File: config.mk
export PLATFORM = sky130hd
export DESIGN_NAME = seg_deinterleave
export DESIGN_NICKNAME = d
export VERILOG_FILES = /design/src/rtl/segdi_pkg.sv /design/src/rtl/segdi_ctrl.sv /design/src/rtl/segdi_data.sv /design/src/rtl/seg_deinterleave.sv
export SDC_FILE = /design/constraint.sdc
export NUM_CORES = 2
export LEC_CHECK = 0
export ABC_AREA = 0
export BUFFER_PORTS_ARGS = -buffer_cell sky130_fd_sc_hd__buf_2
export CAP_MARGIN = 0
export CORE_MARGIN = 2
export CORE_UTILIZATION = 63
export CTS_BUF_LIST = sky130_fd_sc_hd__clkbuf_4 sky130_fd_sc_hd__clkbuf_8 sky130_fd_sc_hd__clkbuf_16
export DETAILED_ROUTE_END_ITERATION = 7
export GPL_TIMING_DRIVEN = 0
export PLACE_DENSITY_LB_ADDON = 0.1
export SYNTH_ARGS = -nofsm -noshare
export SYNTH_HDL_FRONTEND = slang
export SYNTH_HIERARCHICAL = 1
export SYNTH_SLANG_ARGS = --single-unit
export TNS_END_PERCENT = 100
File: constraint.sdc
create_clock -name clk -period 4.19 [get_ports clk]
set_input_delay 0.838 -clock clk [delete_from_list [all_inputs] [get_ports clk]]
set_output_delay 0.838 -clock clk [all_outputs]
set_load 0.05 [all_outputs]
File: src/rtl/segdi_pkg.sv
package segdi_pkg;

  // Field that a word belongs to, chosen by its position in the segment.
  typedef enum logic [1:0] {
    GRP_SAMPLE = 2'd0,
    GRP_LOW    = 2'd1,
    GRP_HIGH   = 2'd2
  } grp_e;

  // Write strobes from control to the storage banks.
  typedef struct packed {
    logic wrHigh;
    logic wrLow;
    logic wrSample;
  } wrStrobes_t;

  localparam int NUM_FIELDS = 3;

endpackage

File: src/rtl/segdi_ctrl.sv
module segdi_ctrl
  import segdi_pkg::*;
#(
  parameter int LANES = 32
) (
  input  logic clk,
  input  logic rst_n,
  input  logic segStart,
  input  logic inValid,
  input  logic outReady,
  output logic inReady,
  output logic outValid,
  output logic frameErr,
  output wrStrobes_t wrStb,
  output logic [$clog2(LANES)-1:0] wrLane,
  output logic [$clog2(LANES)-1:0] rdLane
);

  localparam int WORDS  = NUM_FIELDS * LANES;
  localparam int CNT_W  = $clog2(WORDS);
  localparam int LANE_W = $clog2(LANES);
  localparam int PTR_W  = $clog2(LANES + 1);

  logic [CNT_W-1:0] wordIdx;
  logic [CNT_W-1:0] effIdx;
  logic [PTR_W-1:0] hiCount;
  logic [PTR_W-1:0] rdPtr;
  grp_e             grp;
  logic [LANE_W-1:0] lane;
  logic             pending;
  logic             accept;
  logic             outFire;
  logic             lastWord;
  logic             segHead;

  // Position of the presented word, with segStart forcing position 0.
  always_comb begin
    effIdx = segStart ? '0 : wordIdx;
    if (effIdx < CNT_W'(LANES)) begin
      grp  = GRP_SAMPLE;
      lane = LANE_W'(effIdx);
    end else if (effIdx < CNT_W'(2 * LANES)) begin
      grp  = GRP_LOW;
      lane = LANE_W'(effIdx - CNT_W'(LANES));
    end else begin
      grp  = GRP_HIGH;
      lane = LANE_W'(effIdx - CNT_W'(2 * LANES));
    end
  end

  assign pending  = (rdPtr != hiCount);
  assign segHead  = (effIdx == '0);
  assign lastWord = (effIdx == CNT_W'(WORDS - 1));
  // A new segment may not begin while completed records are still waiting.
  assign inReady  = !(pending && (segStart || (wordIdx == '0)));
  assign accept   = inValid && inReady;
  assign outValid = pending;
  assign outFire  = outValid && outReady;

  assign wrStb.wrSample = accept && (grp == GRP_SAMPLE);
  assign wrStb.wrLow    = accept && (grp == GRP_LOW);
  assign wrStb.wrHigh   = accept && (grp == GRP_HIGH);
  assign wrLane         = lane;
  assign rdLane         = LANE_W'(rdPtr);

  always_ff @(posedge clk) begin
    if (!rst_n) begin
      wordIdx  <= '0;
      hiCount  <= '0;
      rdPtr    <= '0;
      frameErr <= 1'b0;
    end else begin
      frameErr <= accept && segStart && (wordIdx != '0);
      if (accept) begin
        wordIdx <= lastWord ? '0 : effIdx + CNT_W'(1);
        if (segHead) begin
          hiCount <= '0;
        end else if (grp == GRP_HIGH) begin
          hiCount <= PTR_W'(lane) + PTR_W'(1);
        end
      end
      if (accept && segHead) begin
        rdPtr <= '0;
      end else if (outFire) begin
        rdPtr <= rdPtr + PTR_W'(1);
      end
    end
  end

  // reading never overtakes the arrived upper halves
  p_rd_behind_hi_r3: assert property (@(posedge clk) disable iff (!rst_n)
    rdPtr <= hiCount);

  // upper-half count stays inside one segment
  p_hi_bounded_r2: assert property (@(posedge clk) disable iff (!rst_n)
    hiCount <= PTR_W'(LANES));

  // an error pulse is always caused by an accepted restart
  p_err_cause_r7: assert property (@(posedge clk) disable iff (!rst_n)
    frameErr |-> $past(inValid && inReady && segStart));

endmodule

File: src/rtl/segdi_data.sv
module segdi_data
  import segdi_pkg::*;
#(
  parameter int LANES  = 32,
  parameter int WORD_W = 32
) (
  input  logic clk,
  input  logic [WORD_W-1:0] inWord,
  input  wrStrobes_t wrStb,
  input  logic [$clog2(LANES)-1:0] wrLane,
  input  logic [$clog2(LANES)-1:0] rdLane,
  output logic [WORD_W-1:0] outSample,
  output logic [2*WORD_W-1:0] outStamp
);

  logic [NUM_FIELDS-1:0] wrVec;
  logic [NUM_FIELDS-1:0][WORD_W-1:0] rdWord;

  assign wrVec = {wrStb.wrHigh, wrStb.wrLow, wrStb.wrSample};

  // One storage bank per field, all indexed by lane.
  for (genvar g = 0; g < NUM_FIELDS; g++) begin : gBank
    logic [WORD_W-1:0] mem [LANES];
    always_ff @(posedge clk) begin
      if (wrVec[g]) begin
        mem[wrLane] <= inWord;
      end
    end
    assign rdWord[g] = mem[rdLane];
  end

  assign outSample = rdWord[GRP_SAMPLE];
  assign outStamp  = {rdWord[GRP_HIGH], rdWord[GRP_LOW]};

endmodule

File: src/rtl/seg_deinterleave.sv
module seg_deinterleave
  import segdi_pkg::*;
#(
  parameter int WORD_W = 32,
  parameter int LANES  = 32
) (
  input  logic                clk,
  input  logic                rst_n,
  input  logic                segStart,
  input  logic                inValid,
  input  logic [WORD_W-1:0]   inWord,
  output logic                inReady,
  output logic                outValid,
  input  logic                outReady,
  output logic [WORD_W-1:0]   outSample,
  output logic [2*WORD_W-1:0] outStamp,
  output logic                frameErr
);

  localparam int LANE_W = $clog2(LANES);

  wrStrobes_t        wrStb;
  logic [LANE_W-1:0] wrLane;
  logic [LANE_W-1:0] rdLane;

  segdi_ctrl #(.LANES(LANES)) uCtrl (
    .clk      (clk),
    .rst_n    (rst_n),
    .segStart (segStart),
    .inValid  (inValid),
    .outReady (outReady),
    .inReady  (inReady),
    .outValid (outValid),
    .frameErr (frameErr),
    .wrStb    (wrStb),
    .wrLane   (wrLane),
    .rdLane   (rdLane)
  );

  segdi_data #(.LANES(LANES), .WORD_W(WORD_W)) uData (
    .clk       (clk),
    .inWord    (inWord),
    .wrStb     (wrStb),
    .wrLane    (wrLane),
    .rdLane    (rdLane),
    .outSample (outSample),
    .outStamp  (outStamp)
  );

  // an offered record is held until it is taken
  p_out_stable_r5: assert property (@(posedge clk) disable iff (!rst_n)
    (outValid && !outReady) |=> (outValid && $stable(outSample) && $stable(outStamp)));

  // a record only appears after an input word was accepted
  p_rise_after_input_r4: assert property (@(posedge clk) disable iff (!rst_n)
    $rose(outValid) |-> $past(inValid && inReady));

endmodule

Yosys cells after proc, flatten, opt, wreduce, memory -nomap -nowiden
Memory sizes are Yosys's and may differ from the RTL's. A register that Yosys moved wholly into a read port is not among the register bits.
Cells that the tools add are included.
- word-level logic and storage cells: 57
- bits of input ports: 37
- memories kept: 3
- output and inout bits: 99
- register bits after elaboration: 20
- memory bits (writable): 3072
- add/subtract/negate cells: 5
- bitwise logic cells: 1
- reduce and logical (&&, ||, !) cells: 18
- equality and inequality tests: 4
- muxes and demuxes: 20
- $lt $le $gt $ge: 2
- memories (memory ; words ; width ; rd ports ; clocked after memory_dff ; wr ports ; RTL line ; RTL):
    uData.gBank[0].mem ; 32 ; 32 ; 1 ; 1 ; 1 ; segdi_data.sv:23 ; logic [WORD_W-1:0] mem [LANES];
    uData.gBank[1].mem ; 32 ; 32 ; 1 ; 1 ; 1 ; segdi_data.sv:23 ;
    uData.gBank[2].mem ; 32 ; 32 ; 1 ; 1 ; 1 ; segdi_data.sv:23 ;
- operators by type and width (kind ; number):
    $mux 5 ; 8
    $logic_not 7->1 ; 2
    $mux 7 ; 2
    $mux 6 ; 2
    $sub 5x1->5 const B ; 2
    $logic_and 1x1->1 ; 9
    $add 7x1->7 const B ; 1
    $eq 7x7->1 const B ; 1
    $lt 7x6->1 const B ; 1
    $lt 7x7->1 const B ; 1
    $reduce_bool 7->1 ; 1
    $add 5x1->6 const B ; 1
    $add 6x1->6 const B ; 1
    $mux 1 ; 6
    $ne 6x6->1 ; 1
    $mux 2 ; 2
    $eq 2x1->1 const B ; 1
    $eq 2x2->1 const B ; 1
    $logic_not 2->1 ; 1
    $reduce_and 2->1 ; 1
    $reduce_bool 2->1 ; 1
    $reduce_or 2->1 ; 1
    $logic_not 1->1 ; 1
    $logic_or 1x1->1 ; 1
    $not 1->1 ; 1

Logic depth before layout (Yosys ltp)
- depth in word-level cells: 8
- depth in mapped cells: 10
- gate-level depth less buffers: 8

Cells and area by module
Netlist, hierarchy kept.
- modules (own cells, without submodules) (module ; instances ; sequential area each (µm²) ; cells an instance ; area each (µm²)):
    segdi_data ; 1 ; 92248.5 ; 5622 ; 117312.5
    segdi_ctrl ; 1 ; 400.4 ; 138 ; 1199.9

Least setup slack after synthesis
Ideal clock, no wire load.
- kind: input to register
- start: input port segStart
- end: memory uData.gBank[0].mem[19][0], enable pin
- cell stages on the path: 7
- data required time: 3798 ps
- path slack: 787 ps
- arrival time: 3011 ps
- library setup time: 392 ps
- buffers on the path: 3
- cells stage by stage: clkbuf_1 > clkbuf_1 > nor2b_1 > clkbuf_1 > or3b_2 > nor2_1 > and2_1
- elaborated cells on any way between the ends: 17
- those cells by class: 2 x add/sub; 2 x order compare; 7 x mux; 6 x reduce/logical
- RTL lines (item ; RTL line ; RTL):
    start, declared ; seg_deinterleave.sv:9 ; input logic segStart,
    $mux 7 (*) ; segdi_ctrl.sv:38 ; effIdx = segStart ? '0 : wordIdx;
    $lt 7x7->1 / $sub 5x1->5 (equally long branches) ; segdi_ctrl.sv:42, segdi_ctrl.sv:44, segdi_ctrl.sv:47 ;
    $mux 5 ; segdi_ctrl.sv:42 ; end else if (effIdx < CNT_W'(2 * LANES)) begin
    $mux 5 (*) ; segdi_ctrl.sv:39 ; if (effIdx < CNT_W'(LANES)) begin
    net wrLane[3] ; seg_deinterleave.sv:23 ; logic [LANE_W-1:0] wrLane;
    end, declared ; segdi_data.sv:23 ;
The timed path passes the listed nets; every way through them passes the cells marked *.

==> summary.txt <==
Pwr
  – P_leak: roughly 44 nW
  – Tot Pwr: roughly 60 mW
  – Cell Pwr Density: around 440 mW/mm²
  – Largest voltage drop on the vdd net: ~420 µV

Worst hold path
  – Path class of the lowest-slack min-delay path: in2reg

Logic synthesis
  – Xor and xnor fraction of the mapped netlist area: 0.09607%
  – Top_reg_cell synth: sky130_fd_sc_hd__edfxtp_1
  – Number of flops mapped to enable cells by yosys: slightly above 3k
  – Post-synthesis share of cell area spent on full adders, half adders and majority gates: less than 1%
  – Number of standard cells after synthesis: between 5k and 6k
  – Post-synthesis mux area share: 13.83%
  – Main combinational cell family by area after synthesis: multiplexers
  – Nets in the synthesized netlist: a little under 6k
  – Fraction of registers with async set/reset: 0%
  – Simple-gate area share of the yosys netlist: 2.200%
  – Cell variety after synth: between 50 and 60
  – Compound-gate portion of the synthesized area: roughly 4.2%
  – Mean Syn Cell Area: just over 20 µm²
  – Flop and latch count out of synthesis: approximately 3.1k
  – Sequential share of the synthesized area: 78.18%
  – Cell area after synthesis: about 0.12 mm²
  – Yosys warns: 6

CTS
  – Htree depth: 5
  – Inserted Clock Buffers: ~320
  – Clock insertion delay at the later pin of the skew report: ~0.99 ns
  – Clock edge transition at the registers on the reported setup and hold paths: approximately 0.06 ns
  – Number of sinks on the clock net: about 3k
  – Buffer levels on the longest clock path: 4
  – TritonCTS clock tree: done
  – Root Buffer Master: sky130_fd_sc_hd__clkbuf_16

Floorplan
  – Core box area: about 0.19 mm²
  – Initial core utilization: around 63%
  – Vertical die dimension: 437.7 µm
  – Die X: between 400 and 500 µm
  – Area enclosed by the die boundary: ~0.19 mm²
  – Top Ports: approximately 140
  – Row count: 159

STA
  – Max Clk Rate: between 0.2 and 0.25 GHz
  – Time the final worst path needs with I/O delays and setup: 4.559 ns
  – Number of pins with negative max-slew slack in the final report: 0
  – Setup WS post-layout: -0.3691 ns
  – Transition time at the pin with the least slew margin: 1.086 ns
  – Number of endpoints failing setup at the final stage: 84
  – Final hold viol count: 0
  – Share of the cycle needed by the critical path after routing: 108.8%
  – Clock Skews: around 0.04 ns
  – Tightest slew margin relative to the limit: a little over a quarter
  – RSZ-0062 raised after global routing: true

Detailed routing
  – Routed via count: about 67k
  – DRC violation total after the first TritonRoute iteration: 12.00k
  – First-pass iteration count of the detailed router: 7
  – ANT nets after route: 0
  – Via count normalized by instance count: around 7.2
  – Post-DR wirelength/cell: around 40 µm
  – DRC viols: 0
  – Routed wire length: between 300000 and 400000 µm

Final layout
  – Fraction of layout instances using a drive strength above 1: between 20 and 30%
  – Post-layout nets: ~6.5k
  – Utilization after layout: roughly 75%
  – # fillers: about 10k
  – Layout overhead on the synthesized area: 19.24%

Critical path
  – WS Path Type: reg2out
  – Critical path peak fanout: 11
  – Type of element launching the critical path: flip-flop
  – Critical path capture point type: primary output
  – Endpoint required time on the critical path: ~3.4 ns
  – Data arrival time at the worst-slack endpoint: 3.72 ns

Global routing
  – Antenna violations before repair: 17
  – GRT Residual Overflow: 0
  – First-pass GRT wire length: between 500000 and 600000 µm
  – Pin count of the biggest net entering global routing: 97
  – Total routing resource utilization after global routing: 39.41%
  – Vias in the first global route: 63.21k

Run
  – Max-cap violations: 0

Outcome
  – Violations in the final reports: setup timing
  – Result of the run: complete, but fails checks

Placement
  – Routability-driven placement congestion ratio: around 0.93
  – Pre-CTS setup slack: -1.100 ns
  – Count of port buffers added during placement: approximately 130
  – HPWL after DPL: roughly 240000 µm
kinds of logic (layout without fill, tap and decap cells):
| logic type | Yosys count | after routing |
|---|---|---|
| fa+ha+maj | 3 | 3 |
| simple gates | 486 | 486 |
| mux | 1157 | 1157 |
| other cells | 0 | 11 |
| xor+xnor | 13 | 13 |
| compound gates | 661 | 661 |
| buf+inv | 348 | 1273 |
| flops | 3092 | 3092 |
worst max-delay path, stage by stage, from the launching register on:
cell and delay [ns]:
sky130_fd_sc_hd__dfxtp_2 0.38, sky130_fd_sc_hd__buf_4 0.22, sky130_fd_sc_hd__buf_8 0.21, sky130_fd_sc_hd__buf_12 0.20
sky130_fd_sc_hd__clkbuf_8 0.24, sky130_fd_sc_hd__mux4_2 0.34, sky130_fd_sc_hd__a22oi_2 0.24, sky130_fd_sc_hd__nand4_1 0.53
sky130_fd_sc_hd__buf_6 0.37
state kept, by name, summed over array words and instances, names as in the netlist:
register,flops
uCtrl/rdPtr,6
uCtrl/wordIdx,7
uData/gBank.mem,3072
uCtrl/frameErr,1
uCtrl/hiCount,6
metrics by stage:
step / hold WS, ns / cell area (µm²) / TNS, ns / std cells
2_1_floorplan: 0.4477 / 118500 / 0 / 5760
3_3_place_gp: 0.4665 / 122300 / -2902.89 / 8389
3_5_place_dp: 0.4696 / 125200 / -148.19 / 8511
4_1_cts: 0.1125 / 139800 / -13.81 / 9125
5_1_grt: 0.1549 / 141300 / -13.74 / 9183
6_report: 0.1585 / 141300 / -12.85 / 9191
repair_timing:
| action | CTS | global route |
|---|---|---|
| resized for setup | 1071 | 248 |
| setup buffers | 84 | 64 |
| endpoints found under the setup margin | 96 | 96 |
| cloned | 9 | 5 |
| pin swaps | 105 | 106 |
| hold buffers | 0 | 0 |
worst paths after layout:
| path | start | to | slack [ns] | cells after the start |
|---|---|---|---|---|
| setup / recovery | uCtrl/rdPtr[1]$_SDFFE_PP0P_ | outStamp[2] | -0.37 | 8 |
| setup reg to reg | uCtrl/rdPtr[0]$_SDFFE_PP0P_ | uData/gBank[1].mem[22][22]$_DFFE_PP_ | 0.36 | 8 |
| hold / removal | inWord[24] | uData/gBank[1].mem[14][24]$_DFFE_PP_ | 0.16 | 1 |
| hold reg to reg | uCtrl/hiCount[3]$_SDFFE_PN0P_ | uCtrl/hiCount[3]$_SDFFE_PN0P_ | 0.49 | 1 |
metal layers:
| metal | track usage (%) | wire (µm) | vias up |
|---|---|---|---|
| li1 | - | - | 25420 |
| met1 | 52.88 | 127600 | 34340 |
| met2 | 58.36 | 170300 | 5639 |
| met3 | 12.41 | 54980 | 1093 |
| met4 | 21.51 | 25690 | 8 |
| met5 | 0 | 259 | - |
area by class of cell:
class                      count  area [µm²]  share of cell area (%)
antenna                       11       27.53                 0.01948
tap                         2495        3122                   2.209
clock buffer                 389        8596                   6.083
sequential                  3092       92660                   65.57
inverter                       6       22.52                 0.01594
buffer                       327        3899                   2.759
multi-input combinational   2320       25850                   18.29
timing repair buffer         406        6072                   4.297
clock inverter               145        1061                  0.7509
cells in the mapped netlist, types with 2 or more instances:
master | instances | area [µm²]
sky130_fd_sc_hd__edfxtp_1 | 3072 | 92250
sky130_fd_sc_hd__mux2i_1 | 773 | 7737
sky130_fd_sc_hd__a22oi_1 | 504 | 3784
sky130_fd_sc_hd__mux4_2 | 384 | 8648
sky130_fd_sc_hd__nand3_1 | 198 | 991.0
sky130_fd_sc_hd__clkbuf_1 | 159 | 596.8
sky130_fd_sc_hd__buf_2 | 107 | 535.5
sky130_fd_sc_hd__and2_1 | 105 | 656.9
sky130_fd_sc_hd__nor2_1 | 59 | 221.5
sky130_fd_sc_hd__a22o_1 | 57 | 499.2
sky130_fd_sc_hd__a31oi_1 | 57 | 356.6
sky130_fd_sc_hd__nand4_1 | 42 | 262.8
sky130_fd_sc_hd__buf_4 | 41 | 307.8
sky130_fd_sc_hd__nor2b_1 | 23 | 143.9
sky130_fd_sc_hd__buf_6 | 22 | 247.7
sky130_fd_sc_hd__nand2_1 | 21 | 78.83
sky130_fd_sc_hd__dfxtp_1 | 20 | 400.4
sky130_fd_sc_hd__a21oi_1 | 17 | 85.08
sky130_fd_sc_hd__buf_1 | 13 | 48.80
sky130_fd_sc_hd__xnor2_1 | 12 | 105.1
sky130_fd_sc_hd__nor3_1 | 10 | 50.05
sky130_fd_sc_hd__and3_1 | 6 | 37.54
sky130_fd_sc_hd__inv_1 | 6 | 22.52
sky130_fd_sc_hd__nand2b_1 | 5 | 31.28
sky130_fd_sc_hd__a22o_2 | 4 | 40.04
sky130_fd_sc_hd__a32oi_1 | 4 | 35.03
sky130_fd_sc_hd__nand3b_1 | 4 | 30.03
sky130_fd_sc_hd__o21ai_0 | 4 | 20.02
sky130_fd_sc_hd__ha_1 | 3 | 37.54
sky130_fd_sc_hd__a21o_1 | 2 | 15.01
sky130_fd_sc_hd__a32o_1 | 2 | 20.02
sky130_fd_sc_hd__nor4_1 | 2 | 12.51
sky130_fd_sc_hd__o21a_1 | 2 | 15.01
sky130_fd_sc_hd__o2bb2ai_1 | 2 | 17.52
placed cells by master, fill, tap and decap left out, types with 10 or more instances in the layout:
cell type,count
sky130_fd_sc_hd__edfxtp_1,3072
sky130_fd_sc_hd__mux2i_1,761
sky130_fd_sc_hd__a22oi_1,412
sky130_fd_sc_hd__mux4_2,384
sky130_fd_sc_hd__clkbuf_16,340
sky130_fd_sc_hd__buf_12,160
sky130_fd_sc_hd__buf_6,151
sky130_fd_sc_hd__nand3_1,150
sky130_fd_sc_hd__buf_4,129
sky130_fd_sc_hd__clkbuf_4,112
sky130_fd_sc_hd__a22oi_2,92
sky130_fd_sc_hd__and2_2,86
sky130_fd_sc_hd__clkinv_1,76
sky130_fd_sc_hd__buf_16,62
sky130_fd_sc_hd__buf_8,58
sky130_fd_sc_hd__nor2_1,51
sky130_fd_sc_hd__clkinv_2,46
sky130_fd_sc_hd__nand4_1,42
sky130_fd_sc_hd__a22o_1,42
sky130_fd_sc_hd__nand3_2,39
sky130_fd_sc_hd__clkbuf_2,35
sky130_fd_sc_hd__a31oi_4,27
sky130_fd_sc_hd__buf_2,26
sky130_fd_sc_hd__clkbuf_8,25
sky130_fd_sc_hd__clkbuf_1,22
sky130_fd_sc_hd__nand2_1,20
sky130_fd_sc_hd__nor2b_1,17
sky130_fd_sc_hd__a21oi_1,17
sky130_fd_sc_hd__a31oi_1,17
sky130_fd_sc_hd__bufinv_16,16
sky130_fd_sc_hd__dfxtp_1,15
sky130_fd_sc_hd__a22o_4,15
sky130_fd_sc_hd__a31oi_2,13
sky130_fd_sc_hd__xnor2_1,12
sky130_fd_sc_hd__diode_2,11
sky130_fd_sc_hd__and2_1,10
where the power goes:
part	switching [mW]	internal (mW)	total, mW	leakage [nW]
Sequential	0.0131	34.0	34.0	27.8
Clock	11.3	15.5	26.8	4.84
Combinational	0.781	0.210	0.991	11.1
Total	12.1	49.7	61.8	43.7
Note: power is estimated with default switching activity, not from simulation.
